### src/rtl/sfl_pkg.sv
package sfl_pkg;
  typedef enum logic [2:0] {
    SRC_TMR0 = 3'b000,
    SRC_TMR1 = 3'b001,
    SRC_TMR2 = 3'b010,
    SRC_RSV3 = 3'b011,
    SRC_RSV4 = 3'b100,
    SRC_RSV5 = 3'b101,
    SRC_CONT = 3'b110,
    SRC_SW   = 3'b111
  } src_sel_e;
endpackage

### src/rtl/sfl_trigger_mux.sv
module sfl_trigger_mux
  import sfl_pkg::*;
#(
  parameter int NUM_TIMERS = 3
) (
  input  logic [2:0]            sel_i,
  input  logic [NUM_TIMERS-1:0] timer_i,
  input  logic                  rdy_i,
  input  logic                  sw_i,
  output logic                  load_o,
  output logic                  sw_sel_o
);
  src_sel_e sel;
  assign sel = src_sel_e'(sel_i);

  always_comb begin
    load_o   = 1'b0;
    sw_sel_o = 1'b0;
    for (int i = 0; i < NUM_TIMERS; i++) begin
      if (sel_i == 3'(i)) load_o = timer_i[i];
    end
    case (sel)
      SRC_CONT: load_o = rdy_i;
      SRC_SW: begin
        load_o   = sw_i;
        sw_sel_o = 1'b1;
      end
      default: ;
    endcase
  end
endmodule

### src/rtl/sfl_sw_req.sv
module sfl_sw_req (
  input  logic clk,
  input  logic rst_n,
  input  logic wr_i,
  input  logic wdata_i,
  input  logic consume_i,
  output logic req_o
);
  logic req_q;

  always_ff @(posedge clk) begin
    if (!rst_n)                req_q <= 1'b0;
    else if (wr_i && wdata_i)  req_q <= 1'b1;
    else if (consume_i)        req_q <= 1'b0;
  end

  assign req_o = req_q;

  AST_SW_SELF_CLEAR: assert property (@(posedge clk) disable iff (!rst_n)
    (req_q && consume_i && !(wr_i && wdata_i)) |=> !req_q);
  AST_SW_ZERO_NO_SET: assert property (@(posedge clk) disable iff (!rst_n)
    (!req_q && !(wr_i && wdata_i)) |=> !req_q);
endmodule

### src/rtl/sfl_fifo.sv
module sfl_fifo #(
  parameter int DATA_W = 16,
  parameter int DEPTH  = 8
) (
  input  logic              clk,
  input  logic              rst_n,
  input  logic              push_i,
  input  logic [DATA_W-1:0] push_data_i,
  input  logic              rd_ready_i,
  output logic              rd_valid_o,
  output logic [DATA_W-1:0] rd_data_o,
  output logic              empty_o,
  output logic              full_o,
  output logic [$clog2(DEPTH+1)-1:0] count_o,
  output logic              overflow_o
);
  localparam int AW = (DEPTH > 1) ? $clog2(DEPTH) : 1;
  localparam int CW = $clog2(DEPTH + 1);
  localparam logic [CW-1:0] DEPTH_C = CW'(DEPTH);
  localparam logic [AW-1:0] LAST_C  = AW'(DEPTH - 1);

  logic [DATA_W-1:0] mem [DEPTH];
  logic [AW-1:0]     wr_ptr, rd_ptr;
  logic [CW-1:0]     count_q;
  logic [DATA_W-1:0] last_q;
  logic              ovf_q;
  logic              do_push, do_pop, full, empty;

  assign full    = (count_q == DEPTH_C);
  assign empty   = (count_q == '0);
  assign do_push = push_i && !full;
  assign do_pop  = rd_ready_i && !empty;

  always_ff @(posedge clk) begin
    if (do_push) mem[wr_ptr] <= push_data_i;
  end

  always_ff @(posedge clk) begin
    if (!rst_n) begin
      wr_ptr  <= '0;
      rd_ptr  <= '0;
      count_q <= '0;
      last_q  <= '0;
      ovf_q   <= 1'b0;
    end else begin
      if (do_push) wr_ptr <= (wr_ptr == LAST_C) ? '0 : wr_ptr + 1'b1;
      if (do_pop) begin
        rd_ptr <= (rd_ptr == LAST_C) ? '0 : rd_ptr + 1'b1;
        last_q <= mem[rd_ptr];
      end
      case ({do_push, do_pop})
        2'b10:   count_q <= count_q + 1'b1;
        2'b01:   count_q <= count_q - 1'b1;
        default: ;
      endcase
      if (push_i && full) ovf_q <= 1'b1;
    end
  end

  assign rd_valid_o = !empty;
  assign rd_data_o  = empty ? last_q : mem[rd_ptr];
  assign empty_o    = empty;
  assign full_o     = full;
  assign count_o    = count_q;
  assign overflow_o = ovf_q;

  AST_NO_OVERFLOW: assert property (@(posedge clk) disable iff (!rst_n)
    (full && !rd_ready_i) |=> count_q == DEPTH_C);
  AST_OVF_STICKY: assert property (@(posedge clk) disable iff (!rst_n)
    ovf_q |=> ovf_q);
  AST_EMPTY_READ_IDLE: assert property (@(posedge clk) disable iff (!rst_n)
    (empty && !push_i) |=> (count_q == '0) && $stable(rd_data_o));
  AST_COUNT_BOUND: assert property (@(posedge clk) disable iff (!rst_n)
    count_q <= DEPTH_C);
endmodule

### src/rtl/sample_fifo_loader.sv
module sample_fifo_loader
  import sfl_pkg::*;
#(
  parameter int DATA_W     = 16,
  parameter int DEPTH      = 8,
  parameter int NUM_TIMERS = 3
) (
  input  logic                  clk,
  input  logic                  rst_n,
  input  logic [DATA_W-1:0]     sample_i,
  input  logic                  sample_rdy_i,
  input  logic [NUM_TIMERS-1:0] timer_evt_i,
  input  logic [2:0]            src_sel_i,
  input  logic                  sw_wr_i,
  input  logic                  sw_wdata_i,
  output logic                  sw_req_o,
  output logic [DATA_W-1:0]     sample_o,
  output logic                  rd_valid_o,
  input  logic                  rd_ready_i,
  output logic [DATA_W-1:0]     rd_data_o,
  output logic                  empty_o,
  output logic                  full_o,
  output logic [$clog2(DEPTH+1)-1:0] count_o,
  output logic                  overflow_o
);
  logic [DATA_W-1:0] sample_q, sample_next;
  logic              load_req, sw_sel, sw_req;

  assign sample_next = sample_rdy_i ? sample_i : sample_q;

  always_ff @(posedge clk) begin
    if (!rst_n) sample_q <= '0;
    else        sample_q <= sample_next;
  end
  assign sample_o = sample_q;

  sfl_trigger_mux #(.NUM_TIMERS(NUM_TIMERS)) u_mux (
    .sel_i    (src_sel_i),
    .timer_i  (timer_evt_i),
    .rdy_i    (sample_rdy_i),
    .sw_i     (sw_req),
    .load_o   (load_req),
    .sw_sel_o (sw_sel)
  );

  sfl_sw_req u_swreq (
    .clk       (clk),
    .rst_n     (rst_n),
    .wr_i      (sw_wr_i),
    .wdata_i   (sw_wdata_i),
    .consume_i (sw_sel && load_req),
    .req_o     (sw_req)
  );
  assign sw_req_o = sw_req;

  sfl_fifo #(.DATA_W(DATA_W), .DEPTH(DEPTH)) u_fifo (
    .clk         (clk),
    .rst_n       (rst_n),
    .push_i      (load_req),
    .push_data_i (sample_next),
    .rd_ready_i  (rd_ready_i),
    .rd_valid_o  (rd_valid_o),
    .rd_data_o   (rd_data_o),
    .empty_o     (empty_o),
    .full_o      (full_o),
    .count_o     (count_o),
    .overflow_o  (overflow_o)
  );

  AST_RESERVED_NO_LOAD: assert property (@(posedge clk) disable iff (!rst_n)
    ((src_sel_i inside {SRC_RSV3, SRC_RSV4, SRC_RSV5}) && !(rd_valid_o && rd_ready_i))
      |=> count_o == $past(count_o));
  AST_SAMPLE_HOLD: assert property (@(posedge clk) disable iff (!rst_n)
    !sample_rdy_i |=> sample_o == $past(sample_o));
endmodule

### config.mk
export PLATFORM = sky130hd
export DESIGN_NAME = sample_fifo_loader
export DESIGN_NICKNAME = d
export VERILOG_FILES = /design/src/rtl/sfl_pkg.sv /design/src/rtl/sfl_trigger_mux.sv /design/src/rtl/sfl_sw_req.sv /design/src/rtl/sfl_fifo.sv /design/src/rtl/sample_fifo_loader.sv
export SDC_FILE = /design/constraint.sdc
export NUM_CORES = 1
export LEC_CHECK = 0
export BUFFER_PORTS_ARGS = -buffer_cell sky130_fd_sc_hd__buf_2
export CAP_MARGIN = 20
export CORE_ASPECT_RATIO = 1.25
export CORE_MARGIN = 1.5
export CORE_UTILIZATION = 55
export DETAILED_ROUTE_END_ITERATION = 10
export HOLD_SLACK_MARGIN = 0.02
export PLACE_DENSITY = 0.75
export SYNTH_ARGS = -nofsm -noshare
export SYNTH_HDL_FRONTEND = slang
export SYNTH_SLANG_ARGS = --single-unit
### constraint.sdc
create_clock -name clk -period 7.05 [get_ports clk]
set_input_delay 0.3525 -clock clk [delete_from_list [all_inputs] [get_ports clk]]
set_output_delay 0.3525 -clock clk [all_outputs]
set_load 0.05 [all_outputs]
==> results.cfg <==
[status]
outcome = finished clean

[floorplanning]
coreArea_um2 = 12600
die_h_um = 129
start_util = 0.558
die_x_um = 104
io_pins = 69
die_area_um2 = 13500
std_cell_rows = 46

[global_route]
grt_pass1_wl_um = 20200
antenna_found_initial = 0
top_usage_layer = met2
grt_use_total = 0.205
met3_usage = 0.0402
grt_max_degree = 52
met1_usage = 0.242
grt-ovfl-total = 0
grt_pass1_vias = 3731
use_met2 = 0.364

[pwr]
p_leak_nw = 2.85
fin_total_pwr_mw = 3.30
p_per_area_nw_per_um2 = 406
ir_drop_uv = 413

[cts]
cts_sinks = 175
cts_tree = built
ctsRootBufferMaster = clkbuf_16
cts-resized-gates = 0
cts_buffer_depth = 2
clkTransAtPathRegs_ns = 0.06
cts_setup_buffers = 0
cts_buffers = 17
cts-htree-levels = 4
clk_latency_ns = 0.42
holdBufCountCts = 0

[yosys]
yosysUniqueCellTypes = 46
syn_area_per_cell_um2 = 16.4
syn-num-nets = 464
yosysWarnings = 0
synth_seq_cells = 175
synth_flop_cell = edfxtp_1
yosysSeqAreaShare = 0.680
syn_inst = 429
async_flop_share = 0
synth_area_um2 = 7040
synth_edf_count = 128

[place]
io_buffers = 68
hpwl_um = 7820
gp_congestion = 0.722

[timing]
setup_viol_count_final = 0
relSlewSlack = 0.406
holdWs_ns = 0.221
period_share = 0.429
skew_ns = 0.00976
finalSetupTns_ns = 0
period_minus_slack_ns = 3.02
worst_slew_pin_slew_ns = 0.890
rsz0062_at_grt = no
finalHoldViolCount = 0
fmax_mhz = 331
finalMaxSlewViolations = 0

[routing]
ant_nets = 0
drt_iter0_drc = 301
drcViolationCount = 0
routed_via_density = 5.79
wirelength_um = 13200
vias = 3924
drt_first_pass_iters = 5
wl_per_cell_um = 19.5

[job]
cap_viol_max_count = 0

[cells_and_area]
diodes = 0
layout_common_cells = edfxtp_1, buf_2, dfxtp_1
fin_nets = 532
areaGrowthSynthToFinish_pct = 15.5
fin_util = 0.645
mostFrequentLayoutCell = edfxtp_1
final_layout_size_suffix_gt1_frac = 0.333
register_area_um2 = 4790
multi_input_area_um2 = 2110
fill_cells = 840

[setup_path]
max_stage_delay_ns = 0.77
crit_path_top_delay_cell = or4_4
critPathTopFamily = simple AND/OR/NAND/NOR gates
path_max_fanout = 36
crit_buf_inv = 1
critical_path_arrival_ns = 3.36
worstPathRequired_ns = 7.39
end_kind = flop
reg2reg_setup_slack_ns = 4.03
crit_type = reg2reg
cp_cell_sequence = or4_4 > nand2_8 > inv_4 > ha_1 > xor2_1 > ha_1 > a21oi_1 > xor2_1 > or3_1 > a21boi_0
start_kind = flop

[min_path]
hp-class = in2reg
==> per-stage QoR <==
stage	area (um^2)	std cells	worst slack [ns]
after CTS	8070	675	4.05
final	8130	678	4.03
after global placement	7510	643	3.91
after floorplan	7040	429	3.41
after detailed placement	7510	643	3.81
after global routing	8130	678	3.75
==> cells in the mapped netlist, types with 2 or more instances <==
cell type	count	area, um^2
o21ai_1	11	55.1
ha_1	7	87.6
dfxtp_1	47	941
nand2_1	9	33.8
and2_1	18	113
nand3b_1	2	15.0
clkbuf_1	11	41.3
nand3_1	4	20.0
nand4_1	3	18.8
inv_1	3	11.3
and3_1	2	12.5
buf_2	5	25.0
nor4b_2	3	45.0
a21oi_1	34	170
a21oi_2	2	17.5
o211ai_1	2	15.0
mux2_2	16	180
nor2_1	19	71.3
nor3_1	4	20.0
buf_4	3	22.5
xor2_1	3	26.3
nor2b_1	4	25.0
a21boi_0	3	22.5
a31oi_1	2	12.5
o21ai_0	7	35.0
buf_1	4	15.0
mux4_2	32	721
edfxtp_1	128	3840
o21ai_2	2	17.5
buf_6	6	67.6
mux2i_1	18	180
==> power by group <==
part | internal, mW | switching [mW]
clock network | 0.521 | 0.366
logic | 0.312 | 0.834
registers | 1.20 | 0.0613
total | 2.04 | 1.26
==> layout make-up <==
type | instances | share of cell area
well taps | 168 | 0.0259
inverters | 4 | 0.00215
clock inverters | 10 | 0.0140
flip-flops and latches | 175 | 0.589
clock buffers | 22 | 0.0546
multi-input cells | 221 | 0.259
repair buffers | 78 | 0.0554
==> path summary, 6_finish.rpt <==
check,startpoint,to,cells after the start
setup / recovery,u_fifo.count_o[0],u_fifo.count_o[2],10
hold / removal,sw_wdata_i,u_swreq.req_o,3
setup reg to reg,u_fifo.count_o[0],u_fifo.count_o[2],10
hold reg to reg,u_fifo.overflow_o,u_fifo.overflow_o,1
==> flip-flops by register name (all words and copies together) (netlist names), named ones only <==
signal / count
u_fifo.mem: 128
sample_o: 16
u_fifo.last_q: 16
u_fifo.count_o: 4
u_fifo.rd_ptr: 3
u_fifo.wr_ptr: 3
u_fifo.overflow_o: 1
u_swreq.req_o: 1
==> tightest hold or removal path: stages <==
cell     delay, ns
buf_2         0.08
a22oi_1       0.07
nor2b_1       0.10
==> kinds of logic after synthesis <==
logic type	count (synthesis)	synth area share
DFF	175	0.680
and+or+nand+nor	76	0.0667
AOI/OAI and AO/OA	68	0.0556
muxes	66	0.154
buffers and inverters	33	0.0268
adders and majority gates	7	0.0124
xor gates and xnor gates	4	0.00498
==> metal layers <==
layer	part of all wire	wire length [um]	vias to the layer above
li1	-	-	1794
met1	0.40	5350	1980
met2	0.53	7040	128
met3	0.044	578	22
met4	0.020	262	0
met5	0	0	-
Note: power is estimated with default switching activity, not from simulation.
